**src/rtl/vag_pkg.sv**
```systemverilog
package vag_pkg;

   localparam int TYPE_W       = 4;
   localparam int CNT_W        = 2;
   localparam int PAD_CODE_MIN = 12;

   function automatic logic is_padding(logic [TYPE_W-1:0] t);
      return (int'(t) >= PAD_CODE_MIN);
   endfunction

   function automatic logic [2:0] elem_bytes(logic [TYPE_W-1:0] t);
      if (t < 4'd4)      return 3'd1;
      else if (t < 4'd8) return 3'd2;
      else               return 3'd4;
   endfunction

   function automatic logic [2:0] attr_align(logic [TYPE_W-1:0] t);
      return is_padding(t) ? 3'd4 : elem_bytes(t);
   endfunction

   function automatic logic [4:0] attr_bytes(logic [TYPE_W-1:0] t, logic [CNT_W-1:0] c);
      logic [4:0] n;
      n = 5'(c) + 5'd1;
      return is_padding(t) ? (n << 2) : (5'(elem_bytes(t)) * n);
   endfunction

endpackage

```
**src/rtl/vag_layout_cell.sv**
```systemverilog
module vag_layout_cell
   import vag_pkg::*;
#(
   parameter int OFF_W = 8
) (
   input  logic [OFF_W-1:0]  prev_end,
   input  logic [TYPE_W-1:0] a_type,
   input  logic [CNT_W-1:0]  a_cnt,
   output logic [OFF_W-1:0]  a_offset,
   output logic [OFF_W-1:0]  a_end
);

   logic [OFF_W-1:0] align_m1;

   always_comb begin
      align_m1 = OFF_W'(attr_align(a_type)) - OFF_W'(1);
      a_offset = (prev_end + align_m1) & ~align_m1;
      a_end    = a_offset + OFF_W'(attr_bytes(a_type, a_cnt));
   end

endmodule

```
**src/rtl/vag_cfg_check.sv**
```systemverilog
module vag_cfg_check #(
   parameter int MAX_ATTR = 12,
   parameter int NUM_W    = 4,
   parameter int OFF_W    = 8
) (
   input  logic [MAX_ATTR*OFF_W-1:0] ends_flat,
   input  logic [NUM_W-1:0]          num_attr,
   input  logic [OFF_W-1:0]          stride,
   output logic                      cfg_err
);

   logic [OFF_W-1:0] rec_size;
   logic             num_ok;

   always_comb begin
      rec_size = '0;
      num_ok   = 1'b0;
      for (int i = 0; i < MAX_ATTR; i++) begin
         if (int'(num_attr) == i + 1) begin
            rec_size = ends_flat[i*OFF_W +: OFF_W];
            num_ok   = 1'b1;
         end
      end
      cfg_err = !num_ok || (rec_size != stride);
   end

endmodule

```
**src/rtl/vag_addr_seq.sv**
```systemverilog
module vag_addr_seq #(
   parameter int MAX_ATTR = 12,
   parameter int NUM_W    = 4,
   parameter int OFF_W    = 8,
   parameter int ADDR_W   = 32,
   parameter int IDX_W    = 16
) (
   input  logic                      clk,
   input  logic                      rst_n,
   input  logic                      cfg_err,
   input  logic [NUM_W-1:0]          num_attr,
   input  logic [OFF_W-1:0]          stride,
   input  logic [ADDR_W-1:0]         base,
   input  logic [MAX_ATTR*OFF_W-1:0] offsets,
   input  logic                      vtx_valid,
   output logic                      vtx_ready,
   input  logic [IDX_W-1:0]          vtx_index,
   output logic                      out_valid,
   input  logic                      out_ready,
   output logic [ADDR_W-1:0]         out_addr,
   output logic [NUM_W-1:0]          out_attr,
   output logic                      out_last
);

   typedef enum logic {S_IDLE, S_EMIT} seq_state_t;

   seq_state_t       state;
   logic [NUM_W-1:0] slot;
   logic [ADDR_W-1:0] rec_base;
   logic [OFF_W-1:0] cur_off;

   assign vtx_ready = (state == S_IDLE) && !cfg_err;
   assign out_valid = (state == S_EMIT);
   assign out_attr  = slot;
   assign out_last  = (int'(slot) == int'(num_attr) - 1);
   assign out_addr  = rec_base + ADDR_W'(cur_off);

   always_comb begin
      cur_off = '0;
      for (int i = 0; i < MAX_ATTR; i++)
         if (int'(slot) == i) cur_off = offsets[i*OFF_W +: OFF_W];
   end

   always_ff @(posedge clk) begin
      if (!rst_n) begin
         state    <= S_IDLE;
         slot     <= '0;
         rec_base <= '0;
      end else begin
         case (state)
            S_IDLE: if (vtx_valid && vtx_ready) begin
               state    <= S_EMIT;
               slot     <= '0;
               rec_base <= base + ADDR_W'(vtx_index) * ADDR_W'(stride);
            end
            S_EMIT: if (out_ready) begin
               if (out_last) state <= S_IDLE;
               else          slot  <= slot + NUM_W'(1);
            end
            default: state <= S_IDLE;
         endcase
      end
   end

   AST_ERR_BLOCKS_START: assert property (@(posedge clk) disable iff (!rst_n)
      (cfg_err && !out_valid) |=> !out_valid);
   AST_FIRST_ATTR: assert property (@(posedge clk) disable iff (!rst_n)
      (vtx_valid && vtx_ready) |=> (out_valid && out_attr == '0));
   AST_ATTR_STEP: assert property (@(posedge clk) disable iff (!rst_n)
      (out_valid && out_ready && !out_last) |=> (out_valid && out_attr == $past(out_attr) + NUM_W'(1)));
   AST_STALL_HOLD: assert property (@(posedge clk) disable iff (!rst_n)
      (out_valid && !out_ready) |=> (out_valid && $stable(out_addr) && $stable(out_attr) && $stable(out_last)));
   AST_RETURN_IDLE: assert property (@(posedge clk) disable iff (!rst_n)
      (out_valid && out_ready && out_last) |=> !out_valid);
   AST_BUSY_NOT_READY: assert property (@(posedge clk) disable iff (!rst_n)
      out_valid |-> !vtx_ready);

endmodule

```
**src/rtl/vtx_attr_addr_gen.sv**
```systemverilog
module vtx_attr_addr_gen
   import vag_pkg::*;
#(
   parameter int MAX_ATTR = 12,
   parameter int OFF_W    = 8,
   parameter int ADDR_W   = 32,
   parameter int IDX_W    = 16,
   localparam int NUM_W   = $clog2(MAX_ATTR + 1)
) (
   input  logic                       clk,
   input  logic                       rst_n,
   input  logic [NUM_W-1:0]           cfg_num_attr,
   input  logic [MAX_ATTR*TYPE_W-1:0] cfg_type,
   input  logic [MAX_ATTR*CNT_W-1:0]  cfg_cnt,
   input  logic [OFF_W-1:0]           cfg_stride,
   input  logic [ADDR_W-1:0]          cfg_base,
   output logic [MAX_ATTR*OFF_W-1:0]  attr_offset,
   output logic                       cfg_err,
   input  logic                       vtx_valid,
   output logic                       vtx_ready,
   input  logic [IDX_W-1:0]           vtx_index,
   output logic                       out_valid,
   input  logic                       out_ready,
   output logic [ADDR_W-1:0]          out_addr,
   output logic [NUM_W-1:0]           out_attr,
   output logic                       out_last
);

   localparam int WORST_REC = MAX_ATTR * 20;

   if (MAX_ATTR < 1 || MAX_ATTR > 15) begin : g_bad_max_attr
      $error("MAX_ATTR must lie in 1..15");
   end
   if (WORST_REC >= (1 << OFF_W)) begin : g_bad_off_w
      $error("OFF_W too narrow for the worst-case record");
   end
   if (ADDR_W < OFF_W || ADDR_W < IDX_W) begin : g_bad_addr_w
      $error("ADDR_W must cover OFF_W and IDX_W");
   end

   logic [MAX_ATTR*OFF_W-1:0] ends_flat;

   for (genvar g = 0; g < MAX_ATTR; g++) begin : g_cell
      logic [OFF_W-1:0] prev_end;
      if (g == 0) begin : g_head
         assign prev_end = '0;
      end else begin : g_link
         assign prev_end = ends_flat[(g-1)*OFF_W +: OFF_W];
      end
      vag_layout_cell #(.OFF_W(OFF_W)) u_cell (
         .prev_end (prev_end),
         .a_type   (cfg_type[g*TYPE_W +: TYPE_W]),
         .a_cnt    (cfg_cnt[g*CNT_W +: CNT_W]),
         .a_offset (attr_offset[g*OFF_W +: OFF_W]),
         .a_end    (ends_flat[g*OFF_W +: OFF_W])
      );
   end

   vag_cfg_check #(.MAX_ATTR(MAX_ATTR), .NUM_W(NUM_W), .OFF_W(OFF_W)) u_check (
      .ends_flat (ends_flat),
      .num_attr  (cfg_num_attr),
      .stride    (cfg_stride),
      .cfg_err   (cfg_err)
   );

   vag_addr_seq #(
      .MAX_ATTR(MAX_ATTR), .NUM_W(NUM_W), .OFF_W(OFF_W),
      .ADDR_W(ADDR_W), .IDX_W(IDX_W)
   ) u_seq (
      .clk       (clk),
      .rst_n     (rst_n),
      .cfg_err   (cfg_err),
      .num_attr  (cfg_num_attr),
      .stride    (cfg_stride),
      .base      (cfg_base),
      .offsets   (attr_offset),
      .vtx_valid (vtx_valid),
      .vtx_ready (vtx_ready),
      .vtx_index (vtx_index),
      .out_valid (out_valid),
      .out_ready (out_ready),
      .out_addr  (out_addr),
      .out_attr  (out_attr),
      .out_last  (out_last)
   );

endmodule

```
**config.mk**
```make
export PLATFORM = sky130hd
export DESIGN_NAME = vtx_attr_addr_gen
export DESIGN_NICKNAME = d
export VERILOG_FILES = /design/src/rtl/vag_pkg.sv /design/src/rtl/vag_layout_cell.sv /design/src/rtl/vag_cfg_check.sv /design/src/rtl/vag_addr_seq.sv /design/src/rtl/vtx_attr_addr_gen.sv
export SDC_FILE = /design/constraint.sdc
export NUM_CORES = 1
export LEC_CHECK = 0
export ABC_AREA = 1
export CAP_MARGIN = 25
export CORE_ASPECT_RATIO = 0.7
export CORE_UTILIZATION = 55
export CTS_CLUSTER_DIAMETER = 200
export CTS_CLUSTER_SIZE = 28
export DETAILED_ROUTE_END_ITERATION = 10
export PLACE_DENSITY = 0.83
export SLEW_MARGIN = 20
export SYNTH_ARGS = -nofsm -noshare
export SYNTH_HDL_FRONTEND = slang
export SYNTH_SLANG_ARGS = --single-unit
```
**constraint.sdc**
```tcl
create_clock -name clk -period 73.1 [get_ports clk]
set_input_delay 14.62 -clock clk [delete_from_list [all_inputs] [get_ports clk]]
set_output_delay 14.62 -clock clk [all_outputs]
set_load 0.01 [all_outputs]
```
==> results_dict.tcl, run 1 <==
set metrics [dict create \
    status "completed" \
    synth_simple_gate_area_share_pct 22.7 \
    portBuffers 237 \
    cts_root_buf "clkbuf_16" \
    syn-cell-area_sq_mm 0.0176 \
    cp_max_fo 7 \
    grt.busiest_layer "met2" \
    drtPass1Iterations 6 \
    drc 0 \
    cap_violations 0 \
    hold_path_class "reg2reg" \
    post_cts_buffers 0 \
    gr-usage-met2_pct 51.4 \
    nets 3437 \
    synthXorXnorAreaFrac_pct 9.27 \
    htreeDepth 2 \
    synth_top_area_share_pct 17.4 \
    crit_required_ns 58.48 \
    use_met1_pct 43.1 \
    min_period_over_period_pct 69.8 \
    ys_warn_count 0 \
    path_buf_inv 17 \
    maxSlewViolCount 0 \
    hold_viol_final 0 \
    place_congestion 0.995 \
    fin_worst_skew_ns 0.00515 \
    crit_type "in2out" \
    antenna_left 0 \
    die-area_sq_mm 0.0327 \
    setup_tns_ns 0 \
    first_global_vias 17100 \
    die_w_um 216 \
    setup_viol 0 \
    cpMostUsedCell "ha_1" \
    drt_iter0_markers 1616 \
    netlist_top_cells_count "inv_1, nand2_1, ha_1" \
    grt_use_met3_pct 4.23 \
    initial_core_util_pct 56.1 \
    syn_inst 2667 \
    wirelength_um 51600 \
    ys_ff_latch 37 \
    worstSetupStartpointType "primary input" \
    synthMuxAreaShare_pct 0 \
    clk_pin_slew_worst_paths_ns 0.06 \
    synth_top_family_by_area "adder cells" \
    cp-end-kind "output port" \
    rows 54 \
    synth.largest_area_cell "fa_1" \
    synth_cell_types 55 \
    cts_tree "done" \
    ys.flop_type "dfxtp_1" \
    wire_per_inst_um 15.5 \
    grt_pass1_wl_um 83000 \
    clock.fmax_mhz 19.6 \
    die_h_um 152 \
    ys_async_sr_fraction_pct 0 \
    clock_sink_count 37 \
    rrSetupSlack_ns 71.45 \
    synth-edff-count 0 \
    n_fill_cell 2784 \
    cts_buffers 5 \
    track_usage_pct 31.2 \
    drive_above_1_share_pct 3.24 \
    vias 18000 \
    critPathTopFamily "adder cells" \
    worstPathArrival_ns 36.39 \
    maxSlewHeadroom_pct 37.6 \
    rsz0062_at_grt "no" \
    synth_most_common_cell "inv_1" \
    grt-ovfl-total 0 \
    ctsHoldBuffers 0 \
    antenna_found_initial 3 \
    ys_seq_area_share_pct 4.22 \
    worst_pin_slew_ns 0.924 \
    cpMaxStageDelayCell "clkdlybuf4s50_1" \
    grt_max_degree 51 \
    hpwl_um 44800 \
    synthAdderAreaFrac_pct 34.8 \
    cts_resized 0 \
    max_stage_delay_ns 0.59 \
    clk_path_buf_depth 2 \
    synth.area.top_cells "fa_1, ha_1, inv_1" \
    synth_area_per_cell_sq_um 6.59 \
    clk_latency_ns 0.29 \
    io_pins 272 \
    areaGrowthSynthToFinish_pct 17.3 \
    final.min_clock_period_ns 51.01 \
    viasPerCell 5.42 \
    core_sq_mm 0.0313 \
    synth-compound-area-share_pct 14.1 \
]
placed cells by master (no fill, tap or decap), types with 52 or more instances in the layout:
cell             netlist  routed
ha_1                 244     244
clkdlybuf4s50_1        0     237
a21oi_1              181     181
nand3_1              116     116
nand2_1              480     480
conb_1                 1      52
inv_1                608     608
xor2_1               140     140
nor2_1               218     218
o21ai_0              159     159
fa_1                 153     153
per-stage QoR:
step / setup slack, ns / hold WS, ns / cell area [sq um] / utilization, % / cells
6_report: 22.09 / 0.468 / 20600 / 65.9 / 3328
5_1_grt: 20.49 / 0.491 / 20600 / 65.8 / 3327
4_1_cts: 22.38 / 0.468 / 20600 / 65.8 / 3324
3_5_place_dp: 22.44 / 0.453 / 20400 / 65.2 / 3316
3_3_place_gp: 22.88 / 0.443 / 20400 / 65.2 / 3316
2_1_floorplan: 26.25 / 0.428 / 17800 / - / 2718
logic make-up after synthesis:
| family | count (synthesis) |
|---|---|
| AO/OA/AOI/OAI | 442 |
| buffers and inverters | 678 |
| flip-flops | 37 |
| AND/OR/NAND/NOR | 926 |
| other | 1 |
| XOR/XNOR | 186 |
| adder cells (fa/ha/maj) | 397 |
layer usage:
metal  wire [um]  share of wire (%)
met5           0                  0
met4        1330                2.6
met3        4440                8.6
met2       23100                 45
met1       22700                 44
area by class of cell:
type                    count  area [sq um]  area share (%)
inverters                 615          2310            11.2
well taps                 420           526            2.55
flip-flops and latches     37           741            3.60
multi-input cells        2003         14400            69.9
diodes                      3          7.51          0.0364
clock buffers               5           125           0.607
clock inverters             3          65.1           0.316
repair buffers            242          2420            11.8
registers in the layout (all words and copies together) (netlist names):
name / count
u_seq.rec_base: 32
u_seq.out_attr: 4
u_seq.out_valid: 1
worst register-to-register path, cell delays in order, from the launching register on:
cell and delay [ns]:
dfxtp_1 0.48, xnor2_1 0.18, xnor2_1 0.14, nand3_1 0.13, o21ai_0 0.21, nand2_2 0.13, nand2_1 0.13, nand2_1 0.06
nand2_1 0.05, nor2_1 0.04
final timing paths:
path | from | cells past startpoint | end
setup / recovery | cfg_cnt[0] | 104 | out_addr[30]
hold / removal | u_seq.rec_base[30]$_SDFFE_PN0P_ | 2 | u_seq.rec_base[30]$_SDFFE_PN0P_
setup reg to reg | u_seq.out_attr[3]$_SDFFE_PN0P_ | 9 | u_seq.out_attr[1]$_SDFFE_PN0P_
hold reg to reg | u_seq.rec_base[30]$_SDFFE_PN0P_ | 2 | u_seq.rec_base[30]$_SDFFE_PN0P_
Power of run 1 is left out: the tool's default activity adds up to more than one toggle a clock period on the data nets, which glitch-free logic cannot reach.
==> run 2, diff against run 1 <==
==> constraint.sdc (replaced) <==
create_clock -name clk -period 50.3 [get_ports clk]
set_input_delay 10.06 -clock clk [delete_from_list [all_inputs] [get_ports clk]]
set_output_delay 10.06 -clock clk [all_outputs]
set_load 0.01 [all_outputs]
==> run 2 against run 1 <==
Net effect: cell count did not move; largest cell class unchanged; design area about the same; register-to-register slack lost 23 ns; sequential share of layout area is essentially flat; global-route usage shrank 0.31 points; hold slack better by 0.0055 ns; core utilization about the same.
==> results_dict.tcl, run 2 (synthesis gave the netlist of run 1 again) <==
set metrics [dict create \
    layout_commonest_cell "inv_1" \
    die-area_sq_mm 0.0327 \
    final.min_clock_period_ns 41.86 \
    grt_pass1_wl_um 82300 \
    die_h_um 152 \
    grt_max_degree 51 \
    maxSlewHeadroom_pct 39.5 \
    cpMaxStageDelayCell "clkdlybuf4s50_1" \
    post_cts_buffers 0 \
    clock_sink_count 37 \
    grt-ovfl-total 0 \
    clock.fmax_mhz 23.9 \
    worstSetupStartpointType "primary input" \
    n_fill_cell 2749 \
    maxSlewViolCount 0 \
    crit_required_ns 40.24 \
    antenna_found_initial 2 \
    status "completed" \
    cts_tree "done" \
    cts_resized 0 \
    hold_viol_final 0 \
    path_buf_inv 26 \
    clk_latency_ns 0.28 \
    worst_pin_slew_ns 0.904 \
    cap_violations 0 \
    hpwl_um 44500 \
    viasPerCell 5.40 \
    drt_iter0_markers 1442 \
    core_sq_mm 0.0313 \
    die_w_um 216 \
    antenna_left 0 \
    worstPathArrival_ns 31.80 \
    utilization_pct 65.9 \
    vias 18000 \
    wire_per_inst_um 15.4 \
    cts_root_buf "clkbuf_16" \
    setup_tns_ns 0 \
    ctsHoldBuffers 0 \
    layout_common_cells "inv_1, nand2_1, ha_1" \
    clk_path_buf_depth 2 \
    cp_max_fo 7 \
    drc 0 \
    first_global_vias 17000 \
    critPathTopFamily "adder cells" \
    largest-register "u_seq.rec_base" \
    rows 54 \
    portBuffers 237 \
    drtPass1Iterations 5 \
    track_usage_pct 30.9 \
    drive_above_1_share_pct 3.27 \
    crit_type "in2out" \
    htreeDepth 2 \
    seqCellArea_sq_um 741 \
    hold_path_class "reg2reg" \
    max_stage_delay_ns 0.58 \
    wirelength_um 51200 \
    initial_core_util_pct 56.1 \
    largest_reg_flops 32 \
    fin_worst_skew_ns 0.00692 \
    cp-end-kind "output port" \
    nets 3438 \
    rsz0062_at_grt "no" \
    place_congestion 0.998 \
    areaGrowthSynthToFinish_pct 17.3 \
    multi_input_area_sq_mm 0.0144 \
    cts_buffers 5 \
    setup_viol 0 \
    io_pins 272 \
    min_period_over_period_pct 83.2 \
    clk_pin_slew_worst_paths_ns 0.06 \
]
run 2: cell types whose count changed in the layout (fill, tap and decap cells not counted), sizes merged:
cell / delta
buf: +1
diode: -1
run 2: worst paths after layout:
check                             startpoint                              end  slack [ns]  cells after the start
min reg2reg  u_seq.rec_base[30]$_SDFFE_PN0P_  u_seq.rec_base[30]$_SDFFE_PN0P_        0.47                      2
max                               cfg_cnt[0]                     out_addr[30]        8.44                    110
min          u_seq.rec_base[30]$_SDFFE_PN0P_  u_seq.rec_base[30]$_SDFFE_PN0P_        0.47                      2
max reg2reg   u_seq.out_attr[3]$_SDFFE_PN0P_   u_seq.out_attr[1]$_SDFFE_PN0P_       48.64                      9
run 2: metal layers:
layer  track usage (%)  wire (um)  vias to the layer above  share of wire [%]
met5                 0          0                        -                  0
met4              8.19       1100                        0                2.2
met3              4.11       4700                       87                9.2
met2              50.5      22800                      825                 45
met1              42.9      22600                     8292                 44
li1                  -          -                     8773                  -
run 2: cell type report:
class	count	area share [%]
diodes	2	0.0243
clock buffers	5	0.607
clock inverters	3	0.316
inverters	615	11.2
multi-input cells	2003	69.9
flip-flops and latches	37	3.59
well taps	420	2.55
repair buffers	243	11.8
run 2: worst reg2reg max path: cells and delay by family (launching register included):
family / cells / cell delay, ns
AO/OA/AOI/OAI: 1 / 0.21
XOR/XNOR: 2 / 0.31
flip-flops: 1 / 0.48
AND/OR/NAND/NOR: 6 / 0.53
run 2: stage by stage:
step                hold slack, ns  area [sq um]  worst slack, ns  instances
finish                       0.473         20600             8.44       3328
global route                 0.501         20600             6.72       3327
CTS                          0.472         20600             8.67       3325
detailed placement           0.454         20400             8.79       3317
global placement             0.443         20400             9.26       3317
floorplan                    0.428         17800            12.57       2718
Power of run 2 is left out for the same reason.
==> run 3, diff against run 2 <==
==> constraint.sdc (replaced) <==
create_clock -name clk -period 40.5 [get_ports clk]
set_input_delay 8.1 -clock clk [delete_from_list [all_inputs] [get_ports clk]]
set_output_delay 8.1 -clock clk [all_outputs]
set_load 0.01 [all_outputs]
==> run 3 against run 2 <==
Net effect: wire length is 0.22% lower; critical path depth did not move; count of clock-buffer cells in the layout up 2; via count is 0.35% lower; setup slack worse by 5.9 ns; critical endpoint unchanged; highest routed layer unchanged.
==> results_dict.tcl, run 3 (synthesis gave the netlist of run 1 again) <==
set metrics [dict create \
    die_w_um 216 \
    critPathTopFamily "adder cells" \
    grt-ovfl-total 0 \
    status "completed" \
    cpMaxStageDelayCell "clkdlybuf4s50_1" \
    initial_core_util_pct 56.1 \
    hold_viol_final 0 \
    post_cts_buffers 0 \
    areaGrowthSynthToFinish_pct 17.0 \
    portBuffers 237 \
    worstSetupStartpointType "primary input" \
    largest_reg_flops 32 \
    rsz0062_at_grt "no" \
    wirelength_um 51100 \
    maxSlewViolCount 0 \
    hpwl_um 44300 \
    maxSlewHeadroom_pct 35.1 \
    first_global_vias 16800 \
    grt_pass1_wl_um 81800 \
    viasPerCell 5.38 \
    antenna_found_initial 2 \
    antenna_left 0 \
    place_congestion 0.997 \
    layout_common_cells "inv_1, nand2_1, ha_1" \
    cts_buffers 5 \
    worst_pin_slew_ns 0.961 \
    ctsHoldBuffers 0 \
    drc 0 \
    multi_input_area_sq_mm 0.0144 \
    min_period_over_period_pct 93.7 \
    clk_path_buf_depth 2 \
    n_fill_cell 2813 \
    die-area_sq_mm 0.0327 \
    final.min_clock_period_ns 37.95 \
    max_stage_delay_ns 0.57 \
    clock_sink_count 37 \
    drt_iter0_markers 1730 \
    nets 3438 \
    track_usage_pct 30.7 \
    wire_per_inst_um 15.4 \
    vias 17900 \
    die_h_um 152 \
    clk_pin_slew_worst_paths_ns 0.05 \
    cp-end-kind "output port" \
    cts_tree "done" \
    clk_latency_ns 0.28 \
    cts_resized 0 \
    largest-register "u_seq.rec_base" \
    io_pins 272 \
    cp_max_fo 7 \
    placed_cells 3317 \
    final_cells 3327 \
    clock.fmax_mhz 26.4 \
    setup_tns_ns 0 \
    drtPass1Iterations 5 \
    crit_required_ns 32.40 \
    crit_type "in2out" \
    hold_path_class "reg2reg" \
    setup_viol 0 \
    cts_root_buf "clkbuf_16" \
    utilization_pct 65.7 \
    drive_above_1_share_pct 3.20 \
    fin_worst_skew_ns 0.00492 \
    htreeDepth 2 \
    rows 54 \
    whs_ns 0.479 \
    core_sq_mm 0.0313 \
    worstPathArrival_ns 29.85 \
    seqCellArea_sq_um 741 \
    path_buf_inv 26 \
    cap_violations 0 \
    layout_commonest_cell "inv_1" \
    grt_max_degree 51 \
]
-- run 3: path summary, 6_finish.rpt --
kind / from / to / slack, ns / cells past startpoint
worst max-delay path: cfg_cnt[0] / out_addr[30] / 2.55 / 110
worst min-delay path: u_seq.rec_base[30]$_SDFFE_PN0P_ / u_seq.rec_base[30]$_SDFFE_PN0P_ / 0.48 / 2
worst max register to register: u_seq.out_attr[3]$_SDFFE_PN0P_ / u_seq.out_attr[1]$_SDFFE_PN0P_ / 38.87 / 9
worst min register to register: u_seq.rec_base[30]$_SDFFE_PN0P_ / u_seq.rec_base[30]$_SDFFE_PN0P_ / 0.48 / 2
-- run 3: metrics by stage --
stage          worst slack (ns)  instance area (sq um)
2_1_floorplan              6.69                  17800
3_3_place_gp               3.32                  20400
3_5_place_dp               2.92                  20400
4_1_cts                    2.83                  20500
5_1_grt                   0.997                  20600
6_report                   2.55                  20600
-- run 3: cell type report --
class | instances | area share (%)
multi-input cells | 2003 | 70.1
repair buffers | 243 | 11.8
inverters | 615 | 11.2
flip-flops and latches | 37 | 3.60
well taps | 420 | 2.56
clock buffers | 7 | 0.694
diodes | 2 | 0.0243
-- run 3: per-layer routing --
metal  share of wire [%]  routed length [um]  global-route usage [%]
met3                 8.5                4370                    3.45
met4                 2.2                1110                    6.24
met2                  45               22700                    50.6
met5                   0                   0                       0
met1                  45               22900                    43.3
-- run 3: tightest hold or removal path: cells and delay by family, from the launching register on --
family	cells	cell delay, ns
AOI/OAI and AO/OA	1	0.06
DFF	1	0.33
and+or+nand+nor	1	0.06
Power of run 3 is left out for the same reason.
